===== src/rtl/tmo_mon_pkg.sv =====
package tmo_mon_pkg;

  typedef enum logic [1:0] {
    TAG_NONE = 2'b00,
    TAG_RD   = 2'b01,
    TAG_WR   = 2'b10
  } tmo_tag_e;

  localparam logic [1:0] SEL_COUNT   = 2'd0;
  localparam logic [1:0] SEL_ADDR_LO = 2'd1;
  localparam logic [1:0] SEL_ADDR_HI = 2'd2;

  // Make an address window-relative, then overwrite bits [1:0] with the direction tag.
  function automatic logic [63:0] rel_addr(input logic [63:0] a,
                                           input int unsigned win,
                                           input tmo_tag_e    tag);
    logic [63:0] mask;
    logic [63:0] r;
    mask   = (win >= 64) ? '1 : ((64'd1 << win) - 64'd1);
    r      = a & mask;
    r[1:0] = tag;
    return r;
  endfunction

endpackage


===== src/rtl/txn_watchdog.sv =====
module txn_watchdog #(
  parameter int ADDR_W  = 32,
  parameter int TMO_CYC = 1024
) (
  input  logic              clk,
  input  logic              rst_n,
  input  logic              start_i,
  input  logic              addr_ld_i,
  input  logic [ADDR_W-1:0] addr_i,
  input  logic              finish_i,
  output logic              busy_o,
  output logic              expire_o,
  output logic [ADDR_W-1:0] addr_o
);
  localparam int TW = $clog2(TMO_CYC + 1);
  localparam logic [TW-1:0] LAST = TW'(TMO_CYC - 1);

  logic              busy_q;
  logic              tripped_q;
  logic [TW-1:0]     tmr_q;
  logic [ADDR_W-1:0] addr_q;

  assign expire_o = busy_q & ~tripped_q & ~finish_i & (tmr_q == LAST);
  assign busy_o   = busy_q;
  assign addr_o   = addr_q;

  always_ff @(posedge clk) begin
    if (!rst_n) begin
      busy_q    <= 1'b0;
      tripped_q <= 1'b0;
      tmr_q     <= '0;
      addr_q    <= '0;
    end else if (!busy_q) begin
      if (start_i) begin
        busy_q    <= 1'b1;
        tripped_q <= 1'b0;
        tmr_q     <= '0;
        addr_q    <= addr_ld_i ? addr_i : '0;
      end
    end else begin
      if (finish_i) begin
        busy_q <= 1'b0;
      end else if (expire_o) begin
        tripped_q <= 1'b1;
      end else if (!tripped_q) begin
        tmr_q <= tmr_q + 1'b1;
      end
      if (addr_ld_i) addr_q <= addr_i;
    end
  end
endmodule


===== src/rtl/tmo_status.sv =====
module tmo_status
  import tmo_mon_pkg::*;
#(
  parameter int ADDR_W   = 32,
  parameter int CNT_W    = 32,
  parameter int WIN_BITS = 16
) (
  input  logic              clk,
  input  logic              rst_n,
  input  logic              rd_evt_i,
  input  logic [ADDR_W-1:0] rd_addr_i,
  input  logic              wr_evt_i,
  input  logic [ADDR_W-1:0] wr_addr_i,
  input  logic              clr_i,
  output logic [CNT_W-1:0]  cnt_o,
  output logic [ADDR_W-1:0] cap_o,
  output logic              cap_vld_o
);
  localparam logic [CNT_W-1:0] CNT_MAX = '1;

  logic [CNT_W-1:0]  cnt_q, cnt_base, cnt_d;
  logic [ADDR_W-1:0] cap_q, cap_d;
  logic              vld_q, vld_base, vld_d;
  logic [1:0]        n_evt;

  function automatic logic [CNT_W-1:0] sat_add(input logic [CNT_W-1:0] a,
                                               input logic [1:0]       inc);
    logic [CNT_W:0] s;
    s = {1'b0, a} + (CNT_W+1)'(inc);
    return s[CNT_W] ? CNT_MAX : s[CNT_W-1:0];
  endfunction

  always_comb begin
    n_evt    = {1'b0, rd_evt_i} + {1'b0, wr_evt_i};
    cnt_base = clr_i ? '0 : cnt_q;
    vld_base = clr_i ? 1'b0 : vld_q;
    cnt_d    = sat_add(cnt_base, n_evt);
    cap_d    = clr_i ? '0 : cap_q;
    vld_d    = vld_base;
    if (!vld_base && (rd_evt_i || wr_evt_i)) begin
      vld_d = 1'b1;
      if (rd_evt_i) cap_d = ADDR_W'(rel_addr(64'(rd_addr_i), WIN_BITS, TAG_RD));
      else          cap_d = ADDR_W'(rel_addr(64'(wr_addr_i), WIN_BITS, TAG_WR));
    end
  end

  always_ff @(posedge clk) begin
    if (!rst_n) begin
      cnt_q <= '0;
      cap_q <= '0;
      vld_q <= 1'b0;
    end else begin
      cnt_q <= cnt_d;
      cap_q <= cap_d;
      vld_q <= vld_d;
    end
  end

  assign cnt_o     = cnt_q;
  assign cap_o     = cap_q;
  assign cap_vld_o = vld_q;
endmodule


===== src/rtl/axi_stall_monitor.sv =====
module axi_stall_monitor
  import tmo_mon_pkg::*;
#(
  parameter int ADDR_W   = 32,
  parameter int CNT_W    = 32,
  parameter int WIN_BITS = 16,
  parameter int TMO_CYC  = 1024
) (
  input  logic              clk,
  input  logic              rst_n,
  input  logic              s_arvalid,
  input  logic              s_arready,
  input  logic [ADDR_W-1:0] s_araddr,
  input  logic              s_rvalid,
  input  logic              s_rready,
  input  logic              s_rlast,
  input  logic              s_awvalid,
  input  logic              s_awready,
  input  logic [ADDR_W-1:0] s_awaddr,
  input  logic              s_wvalid,
  input  logic              s_wready,
  input  logic              s_bvalid,
  input  logic              s_bready,
  input  logic              rd_en,
  input  logic              rd_clr,
  input  logic [1:0]        rd_sel,
  output logic [31:0]       rd_data
);
  logic ar_hs, r_done, aw_hs, w_hs, b_hs, clr_req;
  logic rd_busy, wr_busy, rd_evt, wr_evt;
  logic [ADDR_W-1:0] rd_addr, wr_addr, cap_q;
  logic [CNT_W-1:0]  cnt_q;
  logic              cap_vld;
  logic [31:0]       word_lo, word_hi;

  assign ar_hs   = s_arvalid & s_arready;
  assign r_done  = s_rvalid & s_rready & s_rlast;
  assign aw_hs   = s_awvalid & s_awready;
  assign w_hs    = s_wvalid & s_wready;
  assign b_hs    = s_bvalid & s_bready;
  assign clr_req = rd_en & rd_clr;

  txn_watchdog #(.ADDR_W(ADDR_W), .TMO_CYC(TMO_CYC)) u_rd_wd (
    .clk(clk), .rst_n(rst_n), .start_i(ar_hs), .addr_ld_i(ar_hs),
    .addr_i(s_araddr), .finish_i(r_done), .busy_o(rd_busy),
    .expire_o(rd_evt), .addr_o(rd_addr)
  );

  txn_watchdog #(.ADDR_W(ADDR_W), .TMO_CYC(TMO_CYC)) u_wr_wd (
    .clk(clk), .rst_n(rst_n), .start_i(aw_hs | w_hs), .addr_ld_i(aw_hs),
    .addr_i(s_awaddr), .finish_i(b_hs), .busy_o(wr_busy),
    .expire_o(wr_evt), .addr_o(wr_addr)
  );

  tmo_status #(.ADDR_W(ADDR_W), .CNT_W(CNT_W), .WIN_BITS(WIN_BITS)) u_stat (
    .clk(clk), .rst_n(rst_n), .rd_evt_i(rd_evt), .rd_addr_i(rd_addr),
    .wr_evt_i(wr_evt), .wr_addr_i(wr_addr), .clr_i(clr_req),
    .cnt_o(cnt_q), .cap_o(cap_q), .cap_vld_o(cap_vld)
  );

  assign word_lo = cap_q[31:0];

  generate
    if (ADDR_W > 32) begin : g_wide
      logic [63:0] cap64;
      assign cap64   = 64'(cap_q);
      assign word_hi = cap64[63:32];
    end else begin : g_narrow
      assign word_hi = 32'd0;
    end
  endgenerate

  always_comb begin
    unique case (rd_sel)
      SEL_COUNT:   rd_data = 32'(cnt_q);
      SEL_ADDR_LO: rd_data = word_lo;
      SEL_ADDR_HI: rd_data = word_hi;
      default:     rd_data = 32'd0;
    endcase
  end
endmodule


===== config.mk =====
export PLATFORM = sky130hd
export DESIGN_NAME = axi_stall_monitor
export DESIGN_NICKNAME = d
export VERILOG_FILES = /design/src/rtl/tmo_mon_pkg.sv /design/src/rtl/txn_watchdog.sv /design/src/rtl/tmo_status.sv /design/src/rtl/axi_stall_monitor.sv
export SDC_FILE = /design/constraint.sdc
export NUM_CORES = 1
export LEC_CHECK = 0
export CORE_MARGIN = 2
export CORE_UTILIZATION = 60
export CTS_BUF_LIST = sky130_fd_sc_hd__clkbuf_4
export DETAILED_ROUTE_END_ITERATION = 7
export DONT_BUFFER_PORTS = 1
export PLACE_DENSITY = 0.79
export SYNTH_ARGS = -nofsm -noshare
export SYNTH_HDL_FRONTEND = slang
export SYNTH_SLANG_ARGS = --single-unit

===== constraint.sdc =====
create_clock -name clk -period 3.5 [get_ports clk]
set_input_delay 0.175 -clock clk [delete_from_list [all_inputs] [get_ports clk]]
set_output_delay 0.175 -clock clk [all_outputs]
set_load 0.005 [all_outputs]

======== Yosys cells after proc, flatten, opt, wreduce, memory -nomap -nowiden ========
Cells that the tools add are included.
storage, ports and cells
  bits in read-only memories .............. 0
  word-level logic and storage cells ...... 93
  memory bits (writable) .................. 0
  memories kept ........................... 0
  bits in registers ....................... 123
  bits in latches ......................... 0
  bits of input ports ..................... 81
operators by class
  reduce and logical (&&, ||, !) cells .... 12
  shift-type cells ........................ 0
  $lt $le $gt $ge ......................... 0
  multiply operators ...................... 0
  equality and inequality tests ........... 12
  muxes and demuxes ....................... 36
  add/subtract/negate cells ............... 4
  div/mod/pow operators ................... 0
  bitwise logic cells ..................... 18
operator list
  cell                                                                     count
  32-bit two-way mux                                                       4
  11-bit two-way mux                                                       10
  16-bit two-way mux                                                       5
  32-bit case mux with 2 select lines                                      1
  32-bit by 2-bit adder with 33-bit output                                 1
  11-bit by 1-bit adder with 11-bit output, second input constant          2
  11-bit by 10-bit equality test with 1-bit output, second input constant  2
  1-bit two-way mux                                                        16
  2-bit != test, second input constant                                     7
  1-bit bitwise AND                                                        13
  4-bit AND reduction                                                      2
  3-bit AND reduction                                                      2
  2-bit nonzero test                                                       3
  2-bit by 1-bit != test with 1-bit output, second input constant          2
  1-bit inverter                                                           4
  1-bit by 1-bit adder with 2-bit output                                   1
  2-bit by 1-bit equality test with 1-bit output, second input constant    1
  2-bit logical NOT                                                        1
  2-bit AND reduction                                                      1
  1-bit logical AND                                                        1
  1-bit logical NOT                                                        1
  1-bit logical OR                                                         1
  1-bit bitwise OR                                                         1

======== Logic depth before layout (Yosys ltp) ========
  depth in word-level cells ............... 8
  gate-level depth with buffers ........... 15
  mapped depth without buffers ............ 12

======== By module ========
From an unflattened synthesis, not the netlist that was laid out.
second synthesis, totals
  cells, all modules ...................... 794
  area, all modules ....................... 6671.4 µm²
modules (own cells, without submodules)
  module             times used  cells each  sequential area each (µm²)  area an instance (µm²)
  txn_watchdog       2           183         900.9                       1704.1
  tmo_status         1           351         980.9                       2701.3
  axi_stall_monitor  1           77          0.0                         561.8

======== Worst setup path before layout ========
No wires, ideal clock.
  kind .................................... register to register
  from .................................... register u_rd_wd.tmr_q[0]
  to ...................................... register u_stat.cnt_q[28], in the netlist u_stat.cnt_o[28]
  arrival time ............................ 3.168 ns
  stages on the path, launching flop included .. 15
  path buffers ............................ 2
  path slack .............................. 0.258 ns
  cells stage by stage .................... dfxtp_1 -> ha_1 -> nand3_1 -> or4_4 -> or2_1 -> buf_2 -> inv_2 -> fa_1 -> ha_1 -> and4_1 -> buf_2 -> nand3_4 -> or3_4 -> a211o_1 -> a31oi_1
on the way
  longest elaborated chain between the ends .. 5
RTL lines
  item                                              line                text
  start: declaration                                txn_watchdog.sv:20  logic [TW-1:0] tmr_q;
  start signal: assignment                          txn_watchdog.sv:46  tmr_q <= tmr_q + 1'b1;
  11-bit by 10-bit equality test with 1-bit output  txn_watchdog.sv:23  assign expire_o = busy_q & ~tripped_q & ~finish_i & (tmr_q == LAST);
  1-bit bitwise AND                                 txn_watchdog.sv:23
  1-bit by 1-bit adder with 2-bit output            tmo_status.sv:34    n_evt = {1'b0, rd_evt_i} + {1'b0, wr_evt_i};
  32-bit by 2-bit adder with 33-bit output          tmo_status.sv:29    s = {1'b0, a} + (CNT_W+1)'(inc);
  32-bit two-way mux                                tmo_status.sv:30    return s[CNT_W] ? CNT_MAX : s[CNT_W-1:0];
  end signal: assignment                            tmo_status.sv:53    cnt_q <= cnt_d;
  end: declaration                                  tmo_status.sv:21    logic [CNT_W-1:0] cnt_q, cnt_base, cnt_d;
No other way between the ends.
A chain may end at the register's enable or synchronous reset.

======== Final worst setup path ========
  from .................................... register u_rd_wd.tmr_q[0]
  to ...................................... register u_stat.cnt_q[13], in the netlist u_stat.cnt_o[13]
The elaborated chain is that of the path after synthesis.

==> impl_metrics.csv <==
group,metric,value,unit
cts,clock_latency,0.46,ns
power_and_ir_drop,p_leak,1.97,nW
layout,fillers,678,
sta,period_share,0.944,
detailed_routing,avgRoutedWirePerCell,17.2,um
synthesis,synth_area,0.00524,mm2
synthesis,yosys.area.top_type,"dfxtp_1",
layout,n_antenna_cell,0,
synthesis,synthTopCellsByArea,"dfxtp_1 39%, nand2_1 5.9%, a21oi_1 5.7%, a22oi_1 4.2%, nor2_1 3.7%",
synthesis,synthCells,635,
cts,cts_tree,"built",
detailed_routing,drc_errors,0,
power_and_ir_drop,pwr-share-seq,0.599,
layout,areaGrowthSynthToFinish,9.04,%
placement,placed_cell_area,0.00524,mm2
synthesis,synth_cell_types,68,
setup_path,cp-startpoint,"u_rd_wd.tmr_q[0]",
detailed_routing,drt_iter0_markers,369,
synthesis,synth_warnings,0,
setup_path,worstPathRequired,3.89,ns
setup_path,regToRegStartpoint,"u_rd_wd.tmr_q[0]",
synthesis,syn_avg_cell_area,8.26,um2
synthesis,synth_edf_count,0,
cts,clk_pin_slew,0.16,ns
synthesis,synth_top_cell_area_share,0.393,
cts,numClockSinks,103,
power_and_ir_drop,p_int,1.49,mW
cts,ctsHtreeMaxLevel,3,
die,coreArea,0.00859,mm2
detailed_routing,firstDrtPassIters,5,
detailed_routing,antenna_left,0,
detailed_routing,drt_wl_total,13000,um
synthesis,async_flop_share,0,
die,io-pin-count,113,
power_and_ir_drop,p_per_area,353,mW/mm2
setup_path,setup.worst_path.end,"u_stat.cnt_o[13]",
synthesis,ys_seq_area_frac,0.393,
synthesis,yosysMostFrequentCell,"dfxtp_1",
synthesis,ys_ff_latch,103,
setup_path,crit_path_end_kind,"flip-flop",
synthesis,synthFlopType,"dfxtp_1",
sta,finalMaxSlewViolations,0,
placement,dp_hpwl,8720,um
setup_path,crit_fanout,19,
sta,hold_viol,0,
power_and_ir_drop,power_frac_comb,0.073,
placement,dp_cells,709,
power_and_ir_drop,clock_power_share,0.328,
status,status,"complete, no violations",
grt,grt_overflow,0,
grt,grt_max_degree,52,
die,start_util,0.610,
sta,holdWs,0.0501,ns
setup_path,r2r_slack,0.20,ns
grt,grt_pass1_vias,4451,
setup_path,r2r_cells,13,
setup_path,critPathArrivalTime,3.69,ns
sta,layout_setup_ws,0.195,ns
placement,port_buffers,0,
power_and_ir_drop,ir_worst_vdd,0.249,mV
power_and_ir_drop,p_switching,534,uW
setup_path,r2r-end,"u_stat.cnt_o[13]",
sta,finalSetupViolCount,0,
setup_path,worstSetupPathType,"reg2reg",
sta,skew,0.0160,ns
layout,drive_gt1_frac,0.0755,
layout,fin_cells,757,
sta,period_minus_slack,3.30,ns
synthesis,synth_nets,720,
setup_path,start_kind,"flip-flop",
die,placementRows,34,
power_and_ir_drop,sw_frac_of_total,0.264,
die,die_area,0.00950,mm2
hold_path,hold_class,"in2reg",
sta,max_slew_margin,0.239,
grt,antenna_found_initial,0,
sta,max_freq,0.303,GHz
detailed_routing,vias,4855,
die,dieHeight,97.5,um
detailed_routing,vias_per_cell,6.41,
sta,worst_pin_slew,1.14,ns
layout,post-route-util,0.665,
cts,cts_buffers,9,
run,cap_violations,0,
placement,place_congestion,0.874,
die,die_w,97.5,um
cts,clk_path_buf_depth,2,
layout,nets,729,
cts,clock-root-buffer,"clkbuf_4",
synthesis,synth_common_cells,"103 x dfxtp_1, 83 x nand2_1, 60 x a21oi_1",
placement,post-place-ws,0.153,ns
layout,design_area,0.00572,mm2
grt,grtUsageTotal,0.269,
grt,grt_pass1_wl,21300,um
-- worst max-delay path: stages (launching register included) --
cell and delay (ns):
dfxtp_1 0.42, ha_1 0.20, nand3_1 0.12, or4_4 0.44, or2_1 0.25, inv_2 0.10, fa_1 0.23, ha_1 0.22
and4_1 0.30, nand3_4 0.12, nor4_4 0.31, buf_4 0.18, nand2_4 0.15, a31oi_1 0.20
-- state kept, by name (all words and copies together), names as in the netlist --
signal             cells
u_wr_wd.busy_o         1
u_wr_wd.tmr_q         11
u_rd_wd.addr_o        14
u_rd_wd.tripped_q      1
u_stat.cap_vld_o       1
u_rd_wd.busy_o         1
u_wr_wd.addr_o        14
u_stat.cnt_o          32
u_wr_wd.tripped_q      1
u_rd_wd.tmr_q         11
u_stat.cap_o          16
-- kinds of logic after synthesis --
logic type               count (synthesis)  synth area share
AND/OR/NAND/NOR                        265             0.269
AO/OA/AOI/OAI                          164             0.198
flip-flops                             103             0.393
buffers and inverters                   53            0.0480
XOR/XNOR                                29            0.0484
multiplexers                            17            0.0324
adder cells (fa/ha/maj)                  4            0.0110
-- per-layer routing --
| metal | vias up | track usage | part of all wire | routed length [um] |
|---|---|---|---|---|
| met5 | - | 0 | 0 | 0 |
| met2 | 179 | 0.460 | 0.49 | 6440 |
| li1 | 2322 | - | - | - |
| met3 | 26 | 0.0518 | 0.063 | 816 |
| met1 | 2328 | 0.345 | 0.42 | 5510 |
| met4 | 0 | 0.0823 | 0.020 | 264 |
-- layout by cell type (no fill, tap or decap), types with 13 or more instances in the layout --
cell type,instances
a31oi_1,25
xnor2_1,16
nand4_1,14
dfxtp_1,103
nand3_1,24
and2_1,26
nand2_1,83
a22oi_1,29
a21oi_1,60
nor2_1,52
mux2i_1,17
xor2_1,13
dlygate4sd3_1,31
o22ai_1,15
-- power groups by stage --
stage	combinational [mW]	sequential [mW]	clock [mW]
finish	0.148	1.21	0.662
global route	0.163	1.21	0.712
CTS	0.145	1.21	0.673
detailed placement	0.114	1.23	0
global placement	0.111	1.23	0
floorplan	0.105	1.23	0
-- what timing repair did --
item | in CTS | in global routing
hold buffers | 31 | 0
gates resized for setup | 0 | 3
endpoints found under the hold margin | 39 | 0
setup buffers | 0 | 1
setup endpoints to repair | 0 | 20
-- per-stage QoR --
| step | setup TNS (ns) | power [mW] |
|---|---|---|
| finish | 0 | 2.02 |
| global route | -0.0184 | 2.09 |
| CTS | 0 | 2.03 |
| detailed placement | 0 | 1.35 |
| global placement | 0 | 1.34 |
| floorplan | 0 | 1.33 |
-- cell type report --
cell class / count / area [um2] / area share
Clock inverter: 7 / 83.8 / 0.0147
Inverter: 9 / 33.8 / 0.00591
Clock buffer: 9 / 67.6 / 0.0118
Tap cell: 108 / 135 / 0.0236
Multi-Input combinational cell: 479 / 2940 / 0.515
Sequential cell: 103 / 2060 / 0.361
Timing Repair Buffer: 42 / 393 / 0.0687
-- worst min-delay path by stage --
stage                       from            endpoint  cells past startpoint
floorplan           s_araddr[10]  u_rd_wd.addr_o[10]                      2
global placement           rst_n     u_stat.cnt_o[1]                      1
detailed placement         rst_n     u_stat.cnt_o[1]                      1
CTS                        rst_n    u_stat.cap_o[14]                      2
global route               rst_n     u_stat.cap_o[9]                      2
finish                  s_rready      u_rd_wd.busy_o                      3
No activity file was read; power rests on OpenSTA's default activity.
